===== config.mk =====
export PLATFORM = sky130hd
export DESIGN_NAME = copy_auth_gate
export DESIGN_NICKNAME = d
export VERILOG_FILES = /design/src/rtl/copy_auth_pkg.sv /design/src/rtl/cag_region_decode.sv /design/src/rtl/cag_page_lookup.sv /design/src/rtl/cag_verdict.sv /design/src/rtl/copy_auth_gate.sv
export SDC_FILE = /design/constraint.sdc
export NUM_CORES = 1
export LEC_CHECK = 0
export BUFFER_PORTS_ARGS = -buffer_cell sky130_fd_sc_hd__buf_4
export CAP_MARGIN = 0
export CORE_MARGIN = 3
export CORE_UTILIZATION = 39
export CTS_CLUSTER_SIZE = 14
export DETAILED_ROUTE_END_ITERATION = 12
export PLACE_DENSITY = 0.8
export SETUP_SLACK_MARGIN = 0.1
export SYNTH_ARGS = -nofsm -noshare
export SYNTH_HDL_FRONTEND = slang
export SYNTH_HIERARCHICAL = 1
export SYNTH_SLANG_ARGS = --single-unit

===== constraint.sdc =====
create_clock -name clk -period 3.1 [get_ports clk]
set_clock_uncertainty 0.2 [all_clocks]
set_input_delay 0.465 -clock clk [delete_from_list [all_inputs] [get_ports clk]]
set_output_delay 0.465 -clock clk [all_outputs]
set_load 0.1 [all_outputs]

===== src/rtl/copy_auth_pkg.sv =====
package copy_auth_pkg;

    typedef enum logic [1:0] {
        ST_IDLE  = 2'd0,
        ST_GRANT = 2'd1,
        ST_DENY  = 2'd2
    } gate_state_t;

    typedef enum logic [1:0] {
        RGN_MAIN = 2'd0,
        RGN_REG  = 2'd1,
        RGN_USER = 2'd2,
        RGN_NONE = 2'd3
    } region_t;

    localparam logic [7:0] LOCK_CODE  = 8'h55;
    localparam logic [7:0] EPROM_CODE = 8'hAA;
    localparam int         PF_BIT     = 5;

    function automatic logic lock_armed(input logic [7:0] b);
        return (b == LOCK_CODE) || (b == EPROM_CODE);
    endfunction

endpackage


===== src/rtl/cag_region_decode.sv =====
module cag_region_decode
    import copy_auth_pkg::*;
#(
    parameter int ADDR_W     = 16,
    parameter int NUM_PAGES  = 4,
    parameter int PAGE_BYTES = 32,
    parameter int ROW_BYTES  = 8,
    parameter int PG_W       = 2
) (
    input  logic [ADDR_W-1:0] addr,
    output region_t           region,
    output logic [PG_W-1:0]   page_idx
);
    localparam int PB_SH = $clog2(PAGE_BYTES);
    localparam logic [ADDR_W-1:0] MAIN_TOP  = ADDR_W'(NUM_PAGES * PAGE_BYTES);
    localparam logic [ADDR_W-1:0] USER_BASE = ADDR_W'(NUM_PAGES * PAGE_BYTES + ROW_BYTES);
    localparam logic [ADDR_W-1:0] MAP_END   = ADDR_W'(NUM_PAGES * PAGE_BYTES + 2 * ROW_BYTES);

    assign page_idx = addr[PB_SH +: PG_W];

    always_comb begin
        if (addr < MAIN_TOP)       region = RGN_MAIN;
        else if (addr < USER_BASE) region = RGN_REG;
        else if (addr < MAP_END)   region = RGN_USER;
        else                       region = RGN_NONE;
    end
endmodule


===== src/rtl/cag_page_lookup.sv =====
module cag_page_lookup #(
    parameter int NUM_PAGES = 4,
    parameter int PG_W      = 2
) (
    input  logic [NUM_PAGES*8-1:0] page_prot,
    input  logic [PG_W-1:0]        page_idx,
    output logic [7:0]             page_byte
);
    logic [7:0] prot_arr [NUM_PAGES];

    for (genvar g = 0; g < NUM_PAGES; g++) begin : g_unpack
        assign prot_arr[g] = page_prot[8*g +: 8];
    end

    always_comb begin
        page_byte = 8'h00;
        for (int i = 0; i < NUM_PAGES; i++) begin
            if (PG_W'(i) == page_idx) page_byte = prot_arr[i];
        end
    end
endmodule


===== src/rtl/cag_verdict.sv =====
module cag_verdict
    import copy_auth_pkg::*;
#(
    parameter int ADDR_W = 16,
    parameter int OFF_W  = 3
) (
    input  logic [ADDR_W-1:0] req_addr,
    input  logic [7:0]        req_es,
    input  logic [ADDR_W-1:0] stored_ta,
    input  logic [7:0]        stored_es,
    input  region_t           region,
    input  logic [7:0]        page_byte,
    input  logic [7:0]        copy_lock,
    output logic              allow
);
    logic regs_match;
    logic image_full;
    logic region_ok;
    logic armed;

    assign armed      = lock_armed(copy_lock);
    assign regs_match = (req_addr == stored_ta) && (req_es == stored_es);
    assign image_full = (stored_ta[OFF_W-1:0] == '0)
                     && (stored_es[OFF_W-1:0] == '1)
                     && !stored_es[PF_BIT];

    always_comb begin
        unique case (region)
            RGN_MAIN: region_ok = !(armed && (page_byte == LOCK_CODE));
            RGN_REG,
            RGN_USER: region_ok = !armed;
            default:  region_ok = 1'b0;
        endcase
    end

    assign allow = regs_match && image_full && region_ok;
endmodule


===== src/rtl/copy_auth_gate.sv =====
module copy_auth_gate
    import copy_auth_pkg::*;
#(
    parameter int ADDR_W     = 16,
    parameter int NUM_PAGES  = 4,
    parameter int PAGE_BYTES = 32,
    parameter int ROW_BYTES  = 8
) (
    input  logic                   clk,
    input  logic                   rst_n,
    input  logic                   req,
    input  logic [ADDR_W-1:0]      req_addr,
    input  logic [7:0]             req_es,
    input  logic [ADDR_W-1:0]      stored_ta,
    input  logic [7:0]             stored_es,
    input  logic [NUM_PAGES*8-1:0] page_prot,
    input  logic [7:0]             copy_lock,
    output logic                   grant,
    output logic                   deny,
    output logic                   commit_we,
    output logic [ADDR_W-1:0]      commit_addr,
    output logic                   set_copied
);
    localparam int PG_W  = (NUM_PAGES > 1) ? $clog2(NUM_PAGES) : 1;
    localparam int OFF_W = $clog2(ROW_BYTES);
    localparam logic [ADDR_W-1:0] MAIN_TOP = ADDR_W'(NUM_PAGES * PAGE_BYTES);
    localparam logic [ADDR_W-1:0] MAP_END  = ADDR_W'(NUM_PAGES * PAGE_BYTES + 2 * ROW_BYTES);

    region_t           region;
    logic [PG_W-1:0]   page_idx;
    logic [7:0]        page_byte;
    logic              allow;
    gate_state_t       state_q, state_d;
    logic [ADDR_W-1:0] addr_q;

    cag_region_decode #(
        .ADDR_W(ADDR_W), .NUM_PAGES(NUM_PAGES), .PAGE_BYTES(PAGE_BYTES),
        .ROW_BYTES(ROW_BYTES), .PG_W(PG_W)
    ) u_decode (
        .addr(req_addr), .region(region), .page_idx(page_idx)
    );

    cag_page_lookup #(.NUM_PAGES(NUM_PAGES), .PG_W(PG_W)) u_lookup (
        .page_prot(page_prot), .page_idx(page_idx), .page_byte(page_byte)
    );

    cag_verdict #(.ADDR_W(ADDR_W), .OFF_W(OFF_W)) u_verdict (
        .req_addr(req_addr), .req_es(req_es), .stored_ta(stored_ta),
        .stored_es(stored_es), .region(region), .page_byte(page_byte),
        .copy_lock(copy_lock), .allow(allow)
    );

    // Next-state logic: a request always yields a verdict next cycle.
    always_comb begin
        state_d = ST_IDLE;
        unique case (state_q)
            ST_IDLE,
            ST_GRANT,
            ST_DENY: begin
                if (req) state_d = allow ? ST_GRANT : ST_DENY;
                else     state_d = ST_IDLE;
            end
            default: state_d = ST_IDLE;
        endcase
    end

    // State register and captured target.
    always_ff @(posedge clk) begin
        if (!rst_n) begin
            state_q <= ST_IDLE;
            addr_q  <= '0;
        end else begin
            state_q <= state_d;
            if (req) addr_q <= req_addr;
        end
    end

    // Outputs decoded from state.
    always_comb begin
        grant      = 1'b0;
        deny       = 1'b0;
        commit_we  = 1'b0;
        set_copied = 1'b0;
        unique case (state_q)
            ST_GRANT: begin
                grant      = 1'b1;
                commit_we  = 1'b1;
                set_copied = 1'b1;
            end
            ST_DENY:  deny = 1'b1;
            default:  ;
        endcase
    end
    assign commit_addr = addr_q;

    logic cp_armed;
    assign cp_armed = lock_armed(copy_lock);

    assert_single_verdict_R1: assert property (@(posedge clk) disable iff (!rst_n)
        !(grant && deny));
    assert_req_gets_verdict_R1: assert property (@(posedge clk) disable iff (!rst_n)
        req |=> (grant || deny));
    assert_verdict_needs_req_R1: assert property (@(posedge clk) disable iff (!rst_n)
        (grant || deny) |-> $past(req));
    assert_grant_regs_match_R2: assert property (@(posedge clk) disable iff (!rst_n)
        grant |-> $past((req_addr == stored_ta) && (req_es == stored_es)));
    assert_grant_full_image_R3: assert property (@(posedge clk) disable iff (!rst_n)
        grant |-> $past((stored_es[OFF_W-1:0] == '1) && !stored_es[PF_BIT]
                        && (stored_ta[OFF_W-1:0] == '0)));
    assert_lock_blocks_refresh_R5: assert property (@(posedge clk) disable iff (!rst_n)
        grant |-> !$past(cp_armed && (req_addr < MAIN_TOP) && (page_byte == LOCK_CODE)));
    assert_lock_blocks_rows_R6: assert property (@(posedge clk) disable iff (!rst_n)
        grant |-> !$past(cp_armed && (req_addr >= MAIN_TOP)));
    assert_outside_map_denied_R7: assert property (@(posedge clk) disable iff (!rst_n)
        grant |-> $past(req_addr < MAP_END));
    assert_commit_addr_R8: assert property (@(posedge clk) disable iff (!rst_n)
        commit_we |-> (commit_addr == $past(req_addr)));
    assert_reset_quiet_R9: assert property (@(posedge clk)
        $past(!rst_n) |-> !(grant || deny || commit_we || set_copied));
endmodule


==> flow_summary.yaml <==
run_status:
  status: "complete, no violations"
sta:
  tightestPinTransition_ps: 369.3
  drv_slew: 0
  fin_crit_ps: 2351
  slew_headroom_pct: 75.03
  max_freq_mhz: 425.3
  final_hold_viol_count: 0
  setup_viol: 0
  rsz0062_at_grt: "no"
  fin_setup_tns_ps: 0
  finalCritPeriodShare_pct: 75.85
  whs_ps: 246.1
global_route:
  use_met2_pct: 38.56
  grt_first_pass_wirelength_um: 6782
  grtUsageMet3_pct: 3.590
  grt_pass1_vias: 1456
  grtUsageMet1_pct: 23.75
  grtUsageTotal_pct: 20.92
  grt_max_degree: 19
  grt_overflow: 0
  gr-max-usage-layer: "met2"
  antenna_found_initial: 0
yosys:
  synth_seq_area_share_pct: 26.11
  synthCells: 124
  yosysWarnings: 6
  synth-seq-cells: 18
  synthArstFlopShare_pct: 0
  syn_area_per_cell_um2: 11.13
  synth_enable_flop_cells: 0
  yosysUniqueCellTypes: 30
  ys.flop_type: "dfxtp_1"
  syn_area_um2: 1380
  syn_nets: 217
clock_tree:
  cts_tree: "built"
  insertion_delay_ps: 290
  post_cts_buffers: 0
  h-tree-depth: 1
  cts_resized: 0
  numCtsBuffers: 3
  ctsLongestPathBuffers: 2
  clockRootBuffer: "clkbuf_4"
  clkTransAtPathRegs_ps: 100
  hold_buffers: 0
  clock-sinks: 18
hold_path:
  hp-class: "in -> reg"
  hold_end: "commit_addr[1]"
  holdPathStages: 3
  hp-start: "req_addr[1]"
worst_setup_path:
  startpoint_type: "input port"
  path_cells: "buf_4 > o41ai_1 > nand3_1 > ha_1 > nor4b_2 > nand4_1 > a2111oi_2 > and4b_1"
  worst_path_dominant_cell_family: "compound AO/OA/AOI/OAI gates"
  crit_arrival_ps: 2350
  reg2reg_slack_ps: 2160
  critPathKind: "in -> reg"
  cp-end-kind: "register"
  crit_path_max_fanout: 12
  crit_buf_inv: 1
  required_ps: 3100
  worst_path_largest_cell_delay_ps: 380
  worst_r2r_path_depth: 2
  crit_cells: 8
  timing.rr.start: "state_q[0]"
  cp_slowest_cell: "o41ai_1"
  reg2reg_to: "state_q[0]"
floorplanning:
  die-area_um2: 4288
  io_pins: 111
  core-area_um2: 3203
  start_util_pct: 43.09
  rows: 20
  dieWidth_um: 65.49
  die_h_um: 65.49
routing:
  ant_nets: 0
  drtPass1Iterations: 4
  drtIter0Drc: 31
  routedWlPerCell_um: 16.44
  vias_per_cell: 4.952
  vias: 1347
  routed_wl_um: 4471
  drc: 0
finish:
  drive_gt1_share_pct: 57.02
  area_delta_synth_final_pct: 59.56
  antenna_cells: 0
  fin_nets: 323
pwr:
  intPower_w: 0.0004296
  powerDensity_nw_per_um2: 308.5
  seqPwrFrac_pct: 37.0
  peakVddDrop_v: 0.0002214
  p_comb_share_pct: 45.4
  p_sw_w: 0.0002497
  switching_share_pct: 36.76
  leakagePower_nw: 1.045
  share_clk_of_total_power_pct: 17.7
placed_design:
  dp_hpwl_um: 3888
  place_congestion: 0.8198
  io_buffers: 110
job:
  maxCapViolations: 0
-- final cells by class --
type	instances	area, um^2
Clock buffer	3	22.52
Fill cell	271	1001
Inverter	3	11.26
Multi-Input combinational cell	94	927.1
Sequential cell	18	360.3
Tap cell	44	55.05
Timing Repair Buffer	110	825.8
-- synth_stat cells (all sizes together) (2+ instances only) --
| master | n | area (um^2) |
|---|---|---|
| xnor2 | 5 | 43.79 |
| nand2 | 3 | 11.26 |
| nand4 | 3 | 18.77 |
| clkbuf | 2 | 8.750 |
| nor4bb | 3 | 30.03 |
| buf | 7 | 72.57 |
| o211ai | 2 | 15.01 |
| ha | 2 | 25.02 |
| mux4 | 8 | 180.2 |
| dfxtp | 18 | 360.4 |
| and4b | 2 | 20.02 |
| nor4b | 3 | 32.53 |
| mux2i | 16 | 160.2 |
| nor2b | 18 | 112.6 |
| nor4 | 5 | 62.56 |
| inv | 3 | 11.26 |
| xor2 | 15 | 131.4 |
-- placed cells by master, fill, tap and decap left out, types with 3 or more instances in the layout --
cell type / count
buf_4: 110
xnor2_1: 5
nand4_1: 3
xor2_1: 15
mux2i_1: 16
mux4_2: 8
clkbuf_4: 3
inv_1: 3
dfxtp_1: 18
nor2b_1: 18
nor4_2: 5
nor4bb_1: 3
nand2_1: 3
-- layer usage --
layer | wire length (um) | vias to the layer above
met1 | 1664 | 632
met4 | 50 | 0
li1 | - | 665
met3 | 290 | 4
met5 | 0 | -
met2 | 2466 | 46
-- how the worst max path moves through the flow --
stage | start | end
3_5_place_dp | req_addr[5] | state_q[1]
4_1_cts | req_addr[5] | state_q[1]
5_1_grt | req_addr[5] | state_q[1]
2_1_floorplan | state_q[0] | grant
3_3_place_gp | req_addr[5] | state_q[1]
6_report | req_addr[6] | state_q[1]
-- state kept, by name, summed over array words and instances (netlist names) --
| signal | count |
|---|---|
| commit_addr | 16 |
| state_q | 2 |
-- tightest hold or removal path: cells and delay by family --
kind | cells | cell delay [ps]
buf+inv | 1 | 80
simple gates | 1 | 100
mux | 1 | 60
-- power by group through the flow --
stage | clock [W] | combinational [W] | sequential, W
finish | 0.000120 | 0.000308 | 0.000251
global route | 0.000132 | 0.000324 | 0.000253
CTS | 0.000122 | 0.000309 | 0.000251
detailed placement | 0 | 0.000309 | 0.000256
global placement | 0 | 0.000303 | 0.000256
floorplan | 0 | 0.0000925 | 0.000344
-- logic make-up after synthesis --
kind of cell | after synthesis | synth area share, %
muxes | 24 | 24.66
and+or+nand+nor | 43 | 24.84
adders and majority gates | 2 | 1.813
buffers and inverters | 12 | 6.708
AOI/OAI and AO/OA | 5 | 3.172
DFF | 18 | 26.11
xor gates and xnor gates | 20 | 12.69
-- per-stage QoR --
stage	instances	setup WS, ps	area (um^2)	total power (W)	util (%)
after floorplan	124	189.7	1380	0.0004364	-
after global placement	269	503.3	2180	0.0005593	68.05
after detailed placement	269	417.8	2180	0.0005649	68.05
after CTS	272	734.2	2202	0.0006829	68.75
after global routing	272	516.8	2202	0.0007085	68.75
final	272	748.7	2202	0.0006794	68.75
(Power assumes the default switching activity.)
